===== config.mk =====
export PLATFORM = sky130hd
export DESIGN_NAME = irq_gate
export DESIGN_NICKNAME = d
export VERILOG_FILES = /design/src/rtl/irq_gate_pkg.sv /design/src/rtl/irq_gate_ctrl.sv /design/src/rtl/irq_gate_mask.sv /design/src/rtl/irq_gate_req.sv /design/src/rtl/irq_gate.sv
export SDC_FILE = /design/constraint.sdc
export NUM_CORES = 1
export LEC_CHECK = 0
export BUFFER_PORTS_ARGS = -buffer_cell sky130_fd_sc_hd__buf_2
export CAP_MARGIN = 25
export CORE_MARGIN = 2
export CORE_UTILIZATION = 36
export DETAILED_ROUTE_END_ITERATION = 8
export GPL_TIMING_DRIVEN = 0
export PLACE_DENSITY_LB_ADDON = 0.12
export SYNTH_ARGS = -nofsm -noshare
export SYNTH_HDL_FRONTEND = slang
export SYNTH_SLANG_ARGS = --single-unit

===== constraint.sdc =====
create_clock -name clk -period 1.2 [get_ports clk]
set_input_delay 0.06 -clock clk [delete_from_list [all_inputs] [get_ports clk]]
set_output_delay 0.06 -clock clk [all_outputs]
set_load 0.01 [all_outputs]

===== src/rtl/irq_gate_pkg.sv =====
package irq_gate_pkg;
  localparam int REG_W      = 8;
  localparam int CTL_EN_BIT = 0;
  localparam int CTL_IS_BIT = 1;
  localparam int MSK_SYS_BIT = REG_W - 1;
  typedef logic [REG_W-1:0] reg_t;
endpackage


===== src/rtl/irq_gate_ctrl.sv =====
module irq_gate_ctrl (
  input  logic clk,
  input  logic rst_n,
  input  logic wr_ctl,
  input  logic wr_en_bit,
  input  logic wr_is_bit,
  input  logic ack_stb,
  input  logic ret_stb,
  output logic glob_en,
  output logic in_svc
);
  logic in_svc_d;

  // priority order: acknowledge, then return, then software write
  always_comb begin
    if (ack_stb)      in_svc_d = 1'b1;
    else if (ret_stb) in_svc_d = 1'b0;
    else if (wr_ctl)  in_svc_d = wr_is_bit;
    else              in_svc_d = in_svc;
  end

  always_ff @(posedge clk) begin
    if (!rst_n) begin
      glob_en <= 1'b0;
      in_svc  <= 1'b0;
    end else begin
      if (wr_ctl) glob_en <= wr_en_bit;
      in_svc <= in_svc_d;
    end
  end


  ack_sets_flag_chk: assert property (@(posedge clk) disable iff (!rst_n)
    ack_stb |=> in_svc);

  ret_clears_flag_chk: assert property (@(posedge clk) disable iff (!rst_n)
    (ret_stb && !ack_stb) |=> !in_svc);

  sw_loads_flag_chk: assert property (@(posedge clk) disable iff (!rst_n)
    (wr_ctl && !ack_stb && !ret_stb) |=> (in_svc == $past(wr_is_bit)));

  enable_holds_chk: assert property (@(posedge clk) disable iff (!rst_n)
    !wr_ctl |=> $stable(glob_en));
endmodule


===== src/rtl/irq_gate_mask.sv =====
module irq_gate_mask
  import irq_gate_pkg::*;
#(
  parameter int NUM_MOD = 6
) (
  input  logic               clk,
  input  logic               rst_n,
  input  logic               wr_msk,
  input  reg_t               wdata,
  input  logic [NUM_MOD-1:0] mod_pend,
  input  logic               sys_pend,
  output reg_t               mask_q,
  output logic               any_hit
);
  localparam reg_t MOD_BITS = reg_t'((1 << NUM_MOD) - 1);
  localparam reg_t WR_BITS  = MOD_BITS | (reg_t'(1) << MSK_SYS_BIT);

  logic [NUM_MOD-1:0] mod_hit;
  logic               sys_hit;

  always_ff @(posedge clk) begin
    if (!rst_n)      mask_q <= '0;
    else if (wr_msk) mask_q <= wdata & WR_BITS;
  end

  for (genvar m = 0; m < NUM_MOD; m++) begin : g_mod
    assign mod_hit[m] = mod_pend[m] & mask_q[m];
  end
  assign sys_hit = sys_pend & mask_q[MSK_SYS_BIT];
  assign any_hit = (|mod_hit) | sys_hit;


  mask_holds_chk: assert property (@(posedge clk) disable iff (!rst_n)
    !wr_msk |=> $stable(mask_q));
endmodule


===== src/rtl/irq_gate_req.sv =====
module irq_gate_req (
  input  logic clk,
  input  logic rst_n,
  input  logic glob_en,
  input  logic in_svc,
  input  logic any_hit,
  input  logic ack_stb,
  output logic irq_req
);
  always_ff @(posedge clk) begin
    if (!rst_n) irq_req <= 1'b0;
    else        irq_req <= glob_en & ~in_svc & any_hit & ~ack_stb;
  end


  off_blocks_req_chk: assert property (@(posedge clk) disable iff (!rst_n)
    !glob_en |=> !irq_req);

  service_blocks_req_chk: assert property (@(posedge clk) disable iff (!rst_n)
    (in_svc || ack_stb) |=> !irq_req);

  req_needs_hit_chk: assert property (@(posedge clk) disable iff (!rst_n)
    irq_req |-> $past(any_hit));
endmodule


===== src/rtl/irq_gate.sv =====
module irq_gate
  import irq_gate_pkg::*;
#(
  parameter int NUM_MOD  = 6,
  parameter int ADDR_W   = 4,
  parameter int CTL_ADDR = 0,
  parameter int MSK_ADDR = 1
) (
  input  logic               clk,
  input  logic               rst_n,
  input  logic               bus_we,
  input  logic [ADDR_W-1:0]  bus_addr,
  input  logic [REG_W-1:0]   bus_wdata,
  output logic [REG_W-1:0]   bus_rdata,
  input  logic [NUM_MOD-1:0] mod_pend,
  input  logic               sys_pend,
  input  logic               ack_stb,
  input  logic               ret_stb,
  output logic               irq_req
);
  localparam logic [ADDR_W-1:0] A_CTL = ADDR_W'(CTL_ADDR);
  localparam logic [ADDR_W-1:0] A_MSK = ADDR_W'(MSK_ADDR);

  logic sel_ctl, sel_msk;
  logic glob_en, in_svc, any_hit;
  reg_t mask_q;

  assign sel_ctl = (bus_addr == A_CTL);
  assign sel_msk = (bus_addr == A_MSK);

  irq_gate_ctrl u_ctrl (
    .clk       (clk),
    .rst_n     (rst_n),
    .wr_ctl    (bus_we & sel_ctl),
    .wr_en_bit (bus_wdata[CTL_EN_BIT]),
    .wr_is_bit (bus_wdata[CTL_IS_BIT]),
    .ack_stb   (ack_stb),
    .ret_stb   (ret_stb),
    .glob_en   (glob_en),
    .in_svc    (in_svc)
  );

  irq_gate_mask #(.NUM_MOD(NUM_MOD)) u_mask (
    .clk      (clk),
    .rst_n    (rst_n),
    .wr_msk   (bus_we & sel_msk),
    .wdata    (bus_wdata),
    .mod_pend (mod_pend),
    .sys_pend (sys_pend),
    .mask_q   (mask_q),
    .any_hit  (any_hit)
  );

  irq_gate_req u_req (
    .clk     (clk),
    .rst_n   (rst_n),
    .glob_en (glob_en),
    .in_svc  (in_svc),
    .any_hit (any_hit),
    .ack_stb (ack_stb),
    .irq_req (irq_req)
  );

  always_comb begin
    bus_rdata = '0;
    if (sel_ctl) begin
      bus_rdata[CTL_EN_BIT] = glob_en;
      bus_rdata[CTL_IS_BIT] = in_svc;
    end else if (sel_msk) begin
      bus_rdata = mask_q;
    end
  end


  unmapped_reads_zero_chk: assert property (@(posedge clk) disable iff (!rst_n)
    (!sel_ctl && !sel_msk) |-> (bus_rdata == '0));

  ctl_spare_zero_chk: assert property (@(posedge clk) disable iff (!rst_n)
    sel_ctl |-> (bus_rdata[REG_W-1:2] == '0));
endmodule


## After elaboration in Yosys (flattened, before gate mapping)

Cells that the tools add are included.

- Logic and storage cells: 29
- Register bits: 10
- Bits of input ports: 24

- Bitwise operators: 15
- Eq/ne operators: 1
- Mux-type cells: 6
- Reductions and logical operators: 3

Operators with widths:

| kind | count |
|---|---|
| AND 1 bit | 12 |
| two-way mux 8 bit | 1 |
| two-way mux 6 bit | 1 |
| OR reduction 6 bit | 1 |
| == test 4 x 1 -> 1 bit, second input constant | 1 |
| zero test 4 bit | 1 |
| two-way mux 1 bit | 3 |
| nonzero test 3 bit | 1 |
| two-way mux 2 bit | 1 |
| inverter 1 bit | 2 |
| bitwise OR 1 bit | 1 |

## Longest topological paths before layout

Gate-level depths: netlist of run 1.

- Depth in word-level cells: 5
- Depth in mapped cells: 4
- Mapped depth without buffers: 3

## Modules after synthesis

A second synthesis of run 1 with hierarchy kept.

- Cell total of the unflattened synthesis: 53
- Area, all modules: 543.0 sq um

By module, submodules not included:

| module | cells each | instances | area an instance (sq um) | seq. area each (sq um) |
|---|---|---|---|---|
| irq_gate_mask | 28 | 1 | 306.5 | 140.1 |
| irq_gate | 14 | 1 | 122.6 | 0.0 |
| irq_gate_ctrl | 8 | 1 | 81.3 | 40.0 |
| irq_gate_req | 3 | 1 | 32.5 | 20.0 |

## Worst setup path before layout of run 1

OpenSTA, ideal clock, no wires.

- Path kind: input to register
- From: in bus_addr[1]
- To: reg u_ctrl.in_svc
- Buffers on the path: 1
- Data required time: 1.061 ns
- Arrival time: 0.990 ns
- Stages: 4
- Slack: 0.071 ns
- Cells stage by stage: or4b_4 > buf_6 > o2111ai_2 > o311ai_2

- Longest elaborated chain between the ends: 3

RTL lines:

| what | RTL line | source |
|---|---|---|
| from (decl) | irq_gate.sv:12 | `input logic [ADDR_W-1:0] bus_addr,` |
| zero test 4 bit | irq_gate.sv:28 | `assign sel_ctl = (bus_addr == A_CTL);` |
| AND 1 bit | irq_gate.sv:34 | `.wr_ctl (bus_we & sel_ctl),` |
| nonzero test 3 bit (no line) | n/a |  |
| to (signal assigned) | irq_gate_ctrl.sv:28 | `in_svc <= in_svc_d;` |
| to (decl) | irq_gate_ctrl.sv:10 | `output logic in_svc` |

No other way between the ends.
A chain may end at the register's enable or synchronous reset.

## Worst setup path in the final report of run 1

- From: in bus_addr[0]
- To: out bus_rdata[3]

- Longest elaborated chain between the ends: 3
- Elaborated cells on any way between the ends: 4
- Those cells by class: eq/ne: 1; mux: 2; reduce/logical: 1

RTL lines:

| what | RTL line | source |
|---|---|---|
| == test 4 x 1 -> 1 bit | irq_gate.sv:29 | `assign sel_msk = (bus_addr == A_MSK);` |
| two-way mux 8 bit | irq_gate.sv:69 | `end else if (sel_msk) begin` |
| two-way mux 6 bit (*) | irq_gate.sv:66 | `if (sel_ctl) begin` |
| to (decl) | irq_gate.sv:14 | `output logic [REG_W-1:0] bus_rdata,` |

Mark *: on every way between the ends. The rest lies on a longest branch, timed or not.

==> key figures, run 1 <==
Job
  – Max Cap Viol: 0

Timing
  – Hold Violations, Final: 0
  – Sum Neg Setup Slack: 0 ns
  – Final Skew: roughly 0.0098 ns
  – RSZ-0062 raised after global routing: no
  – Slew @ Worst Pin: between 0.7 and 0.8 ns
  – Setup-failing EPs final: 0
  – Final WS setup: 0.122 ns
  – Period utilisation layout: 89.8%
  – Fmax: 0.928 GHz
  – WHS: 0.0278 ns
  – Final Max Slew Viols: 0
  – Min Tclk post-route: 1.08 ns
  – Slew headroom: 48.4%

Yosys
  – Ys flop type: dfxtp_1
  – Synth unique cells: 23
  – Share of synthesized registers carrying an async set or reset: 0%
  – Mapped Area: 541 um^2
  – Post-synth top cells: dfxtp_1, nand3_1, a21oi_1
  – Area leader, netlist: dfxtp_1
  – Syn avg cell area: around 8.4 um^2
  – Warnings, synthesis: 0
  – Cells after Synth: 64
  – EDFF count, synth: 0
  – Synth area leaders: dfxtp_1, nand3_1, a21oi_1
  – Sequential-to-total area share from yosys stat: 37.0%
  – Top-area cell type share of the netlist area: between 30% and 40%
  – #FFs+latches synth: 10
  – Synthesized Nets: 88

Place
  – Placed instance count: around 110
  – Placed Area: 704 um^2
  – Dpl ws: -0.101 ns
  – Final GP Congestion: between 0.7 and 0.8
  – DPL Wire Length: 1.05 mm
  – Port Buffers: 29

Clocking
  – Clock Latency Late Sink: between 0.2 and 0.3 ns
  – Clock root cell: clkbuf_4
  – TritonCTS buffer count: 3
  – CTS tree: built
  – H-Tree Depth: 1
  – Max clock buf depth: 2
  – CTS Sinks: 10
  – CTS clock-pin slew for the worst setup and hold paths: approximately 0.08 ns
  – CTS Hold Bufs: 0

Finish
  – Final Cell Area: 747 um^2
  – Layout cell share with drive strength beyond 1: a little over two fifths
  – Nets: ~120
  – Final Non-Filler Cells: between 100 and 150
  – P&R area growth vs syn: 38.2%
  – Fin util: 55.3%
  – Inserted Diodes: 0

Power and ir drop
  – Lkg Pwr: 0.348 nW
  – Pwr/cell area: 1010 nW/um^2
  – VDD IR-drop max: 493 uV
  – Design Power: between 0.7 and 0.8 mW

Die
  – Die width: between 40 and 50 um
  – Num ports: 33
  – Full die area: 1830 um^2
  – Num rows: 13
  – Starting Density: 40.0%
  – Core Box Area: 1350 um^2
  – Chip height: 42.8 um

Global route
  – Number of global-route vias before repair: 534
  – GR Overflow Total: 0
  – Largest net degree at the start of global routing: 11
  – First-pass GRT wire length: 2.26 mm
  – Initial antenna violation count: 0
  – Gr usage total: 16.2%

Worst setup path
  – Critical path cell sequence: clkbuf_1 > clkbuf_2 > and3_1 > buf_2
  – CP max stage cell: clkbuf_1
  – Worst path required time: 1.14 ns
  – CP max FO: 10
  – Critical Path Max Stage Delay: 0.35 ns
  – CP endpoint kind: output pin
  – Crit path arrival time: ~1.0 ns
  – Crit path launch type: primary input
  – Kind of critical path: in -> out

Routing
  – Via density: 5.38
  – Pre-antenna DRT Iters: 6
  – WL final: ~1.4 mm
  – Initial DRC Count: 22
  – Vias: 603
  – Antenna-violating nets left: 0
  – DRC violations left: 0
  – DR WL/cell: 12.6 um

Worst hold path
  – Hold Path Class: in -> reg

Run status
  – Status: finished, final reports clean
## cells in the final DEF (no fill, tap or decap)
cell and n:
a222oi_1 1, conb_1 1, a21oi_1 9, a221oi_1 1, nand2_1 1, clkbuf_2 1
clkbuf_1 1, nor3_2 1, inv_1 3, buf_2 29, clkbuf_8 1, o2111ai_2 1
nand3_1 10, nor2_1 1, buf_6 1, o311ai_2 1, nor2b_1 2, buf_4 1
o21ai_0 6, or4b_4 1, and3_1 5, dfxtp_1 10, o21ai_1 2, a22o_1 1
nor4b_2 1, clkbuf_4 3, mux2i_1 2
## per-layer routing
| layer | track usage (%) | vias to the layer above | routed length (um) |
|---|---|---|---|
| met5 | 0 | - | 0 |
| met4 | 7.50 | 0 | 32 |
| met3 | 2.55 | 5 | 90 |
| met2 | 24.8 | 28 | 634 |
| met1 | 21.9 | 265 | 657 |
| li1 | - | 305 | - |
## registers in the layout (all words and copies together) (netlist names)
register        count
u_ctrl.glob_en      1
u_ctrl.in_svc       1
u_mask.mask_q       7
u_req.irq_req       1
## path summary, 6_finish.rpt
check                      to  slack (ns)              from  depth (start not counted)
min          u_mask.mask_q[7]        0.03      bus_wdata[7]                          3
max              bus_rdata[3]        0.12       bus_addr[0]                          4
max reg2reg     u_req.irq_req        0.20  u_mask.mask_q[2]                          3
min reg2reg     u_req.irq_req        0.46    u_ctrl.glob_en                          2
## kinds of logic after synthesis
| logic type | Yosys count | synth area share (%) |
|---|---|---|
| other | 1 | 0.694 |
| muxes | 2 | 3.70 |
| buffers and inverters | 7 | 6.95 |
| AOI/OAI and AO/OA | 22 | 26.6 |
| and+or+nand+nor | 22 | 25.0 |
| DFF | 10 | 37.0 |
## repair_timing
action	in CTS	in global routing
gates resized for setup	1	1
gates cloned	0	0
setup endpoints to repair	3	3
buffers inserted	0	0
## report_power, final
group          internal (mW)  total (mW)  switching [mW]
logic                 0.0466      0.0983          0.0516
clock network          0.184       0.316           0.132
registers              0.338       0.342         0.00456
total                  0.569       0.756           0.188
## final cells by class
cell class                      count  area [um^2]
Inverter                            3         11.3
Clock buffer                        4         36.3
Tap cell                           15         18.8
Timing Repair Buffer               29          145
Fill cell                         153          603
Sequential cell                    10          200
Buffer                              4         27.5
Multi-Input combinational cell     47          308
## critical path, delay by kind of cell
| family | cells | cell delay [ns] |
|---|---|---|
| buffers and inverters | 3 | 0.77 |
| and+or+nand+nor | 1 | 0.18 |
Note: power is estimated with default switching activity, not from simulation.
==> run 2, diff against run 1 <==
Settings changed: CORE_MARGIN 2 to unset.
==> run 2 against run 1 <==
Via count increased by 1.7%; critical path depth did not move; fmax down 0.24%; routed wire length up 1.6%; first-iteration DRC count fell by 55%; sequential power about the same; register-to-register slack is essentially flat; power shrank 11%; combinational power rose by 5%; utilization fell by 0.37 points; non-clock buffer count did not move; critical endpoint is now bus_rdata[4]; largest power group unchanged; highest routed layer unchanged.
==> key figures, run 2 (same netlist as run 1, synthesis figures left out) <==
Clocking
  – Clock root cell: clkbuf_4
  – CTS tree: built
  – H-Tree Depth: 1 (unchanged)
  – Post-CTS Setup Repair Bufs: 0 (unchanged)
  – Clock Latency Late Sink: 0.27 ns (about the same)
  – Max clock buf depth: 2 (unchanged)
  – CTS Sinks: 10 (unchanged)
  – CTS clock-pin slew for the worst setup and hold paths: 0.06 ns (-0.02 ns)
  – TritonCTS buffer count: 3 (unchanged)

Worst setup path
  – CP endpoint kind: output pin
  – Kind of critical path: in -> out
  – Worst path required time: 1.14 ns (about the same)
  – Crit path arrival time: 1.02 ns (about the same)
  – Crit path launch type: primary input
  – CP max FO: 10 (unchanged)

Die
  – Num ports: 33 (unchanged)
  – Num rows: 13 (unchanged)
  – Starting Density: 40.0% (unchanged)
  – Full die area: 1660 um^2 (-9.1%)
  – Die width: 40.8 um (-4.7%)
  – Core Box Area: 1350 um^2 (unchanged)
  – Chip height: 40.8 um (-4.7%)

Place
  – Final GP Congestion: 0.772 (+2.6%)
  – Placed instance count: 108 (unchanged)
  – Placed Area: 704 um^2 (unchanged)
  – DPL Wire Length: 1.03 mm (-1.9%)
  – Dpl ws: -0.0984 ns (+0.00302 ns)
  – Port Buffers: 29 (unchanged)

Global route
  – GR Overflow Total: 0 (unchanged)
  – Number of global-route vias before repair: 479 (-10%)
  – Initial antenna violation count: 0 (unchanged)
  – Met3 usage: 9.78% (+7.2 points)
  – First-pass GRT wire length: 2.08 mm (-8.0%)
  – M2 GR Usage: 29.8% (+4.9 points)
  – Largest net degree at the start of global routing: 11 (unchanged)
  – Busiest grt layer: met2
  – Gr usage total: 20.1% (+3.9 points)
  – GRT met1 Usage: 25.8% (+4.0 points)

Finish
  – Most common cell after layout, fill and taps aside: buf_2
  – Inserted Diodes: 0 (unchanged)
  – Fin util: 55.0% (-0.37 points)
  – Layout cell share with drive strength beyond 1: 41.7% (-0.60 points)
  – P&R area growth vs syn: 37.3%
  – Most flop-heavy register: u_mask.mask_q
  – Nets: 122 (unchanged)
  – Final Non-Filler Cells: 111 (-0.89%)
  – Largest register FFs: 7 (unchanged)
  – Most frequent cells in the layout: buf_2, nand3_1, dfxtp_1
  – Final Cell Area: 742 um^2 (-0.67%)

Power and ir drop
  – Design Power: 0.677 mW (-11%)
  – Lkg Pwr: 0.346 nW (-0.54%)
  – VDD IR-drop max: 645 uV (+31%)
  – Pwr/cell area: 912 nW/um^2 (-9.9%)

Routing
  – Pre-antenna DRT Iters: 4 (-2)
  – DRC violations left: 0 (unchanged)
  – WL final: 1.44 mm (+1.6%)
  – Via density: 5.52 (+2.6%)
  – Vias: 613 (+1.7%)
  – Initial DRC Count: 10 (-55%)
  – DR WL/cell: 12.9 um (+2.5%)
  – Antenna-violating nets left: 0 (unchanged)

Worst hold path
  – Hold Path Class: in -> reg

Timing
  – Final WS setup: 0.120 ns (-0.00262 ns)
  – Hold Violations, Final: 0 (unchanged)
  – Fmax: 0.926 GHz (-0.24%)
  – Period utilisation layout: 90.0% (+0.22 points)
  – Slew @ Worst Pin: 0.505 ns (-0.266 ns)
  – RSZ-0062 raised after global routing: no
  – Final Skew: 0.00266 ns (-0.00716 ns)
  – Setup-failing EPs final: 0 (unchanged)
  – Min Tclk post-route: 1.08 ns (+0.00262 ns)
  – Final Max Slew Viols: 0 (unchanged)
  – Slew headroom: 66.2% (+18 points)

Job
  – Max Cap Viol: 0 (unchanged)

Run status
  – Status: finished, final reports clean
[run 2: final timing paths]
path / start / endpoint / slack, ns / depth (start not counted)
setup / recovery: bus_addr[0] / bus_rdata[4] / 0.12 / 4
hold / removal: ack_stb / u_ctrl.in_svc / 0.03 / 3
setup reg to reg: u_mask.mask_q[2] / u_req.irq_req / 0.21 / 3
hold reg to reg: u_ctrl.glob_en / u_req.irq_req / 0.48 / 2
[run 2: area by class of cell]
class                           instances  area (um^2)
Timing Repair Buffer                   29          145
Sequential cell                        10          200
Inverter                                3         11.3
Tap cell                               15         18.8
Buffer                                  4         27.5
Fill cell                             149          608
Clock buffer                            3         22.5
Multi-Input combinational cell         47          317
[run 2: worst max-delay path, cell delays in order]
cell and delay (ns):
clkbuf_1 0.35, clkbuf_2 0.30, and3_1 0.18, buf_2 0.12
[run 2: stage by stage]
stage                     setup TNS (ns)  hold slack, ns
after global placement            -0.464           0.306
after CTS                              0          0.0342
after detailed placement          -0.678           0.311
final                                  0          0.0329
after global routing                   0          0.0320
after floorplan                        0           0.199
[run 2: power breakdown]
group	internal, mW	switching (mW)
combinational	0.0481	0.0549
sequential	0.338	0.00455
clock	0.116	0.115
total	0.502	0.175
[run 2: timing repair]
action	4_1_cts	5_1_grt
setup endpoints to repair	1	7
hold buffers	0	0
gates cloned	0	0
pin swaps	0	0
resized for setup	1	2
[run 2: metal layers]
layer  part of all wire (%)  wire (um)
met5                      0          0
met3                    8.4        121
met2                     43        615
met4                   0.84         12
met1                     48        688
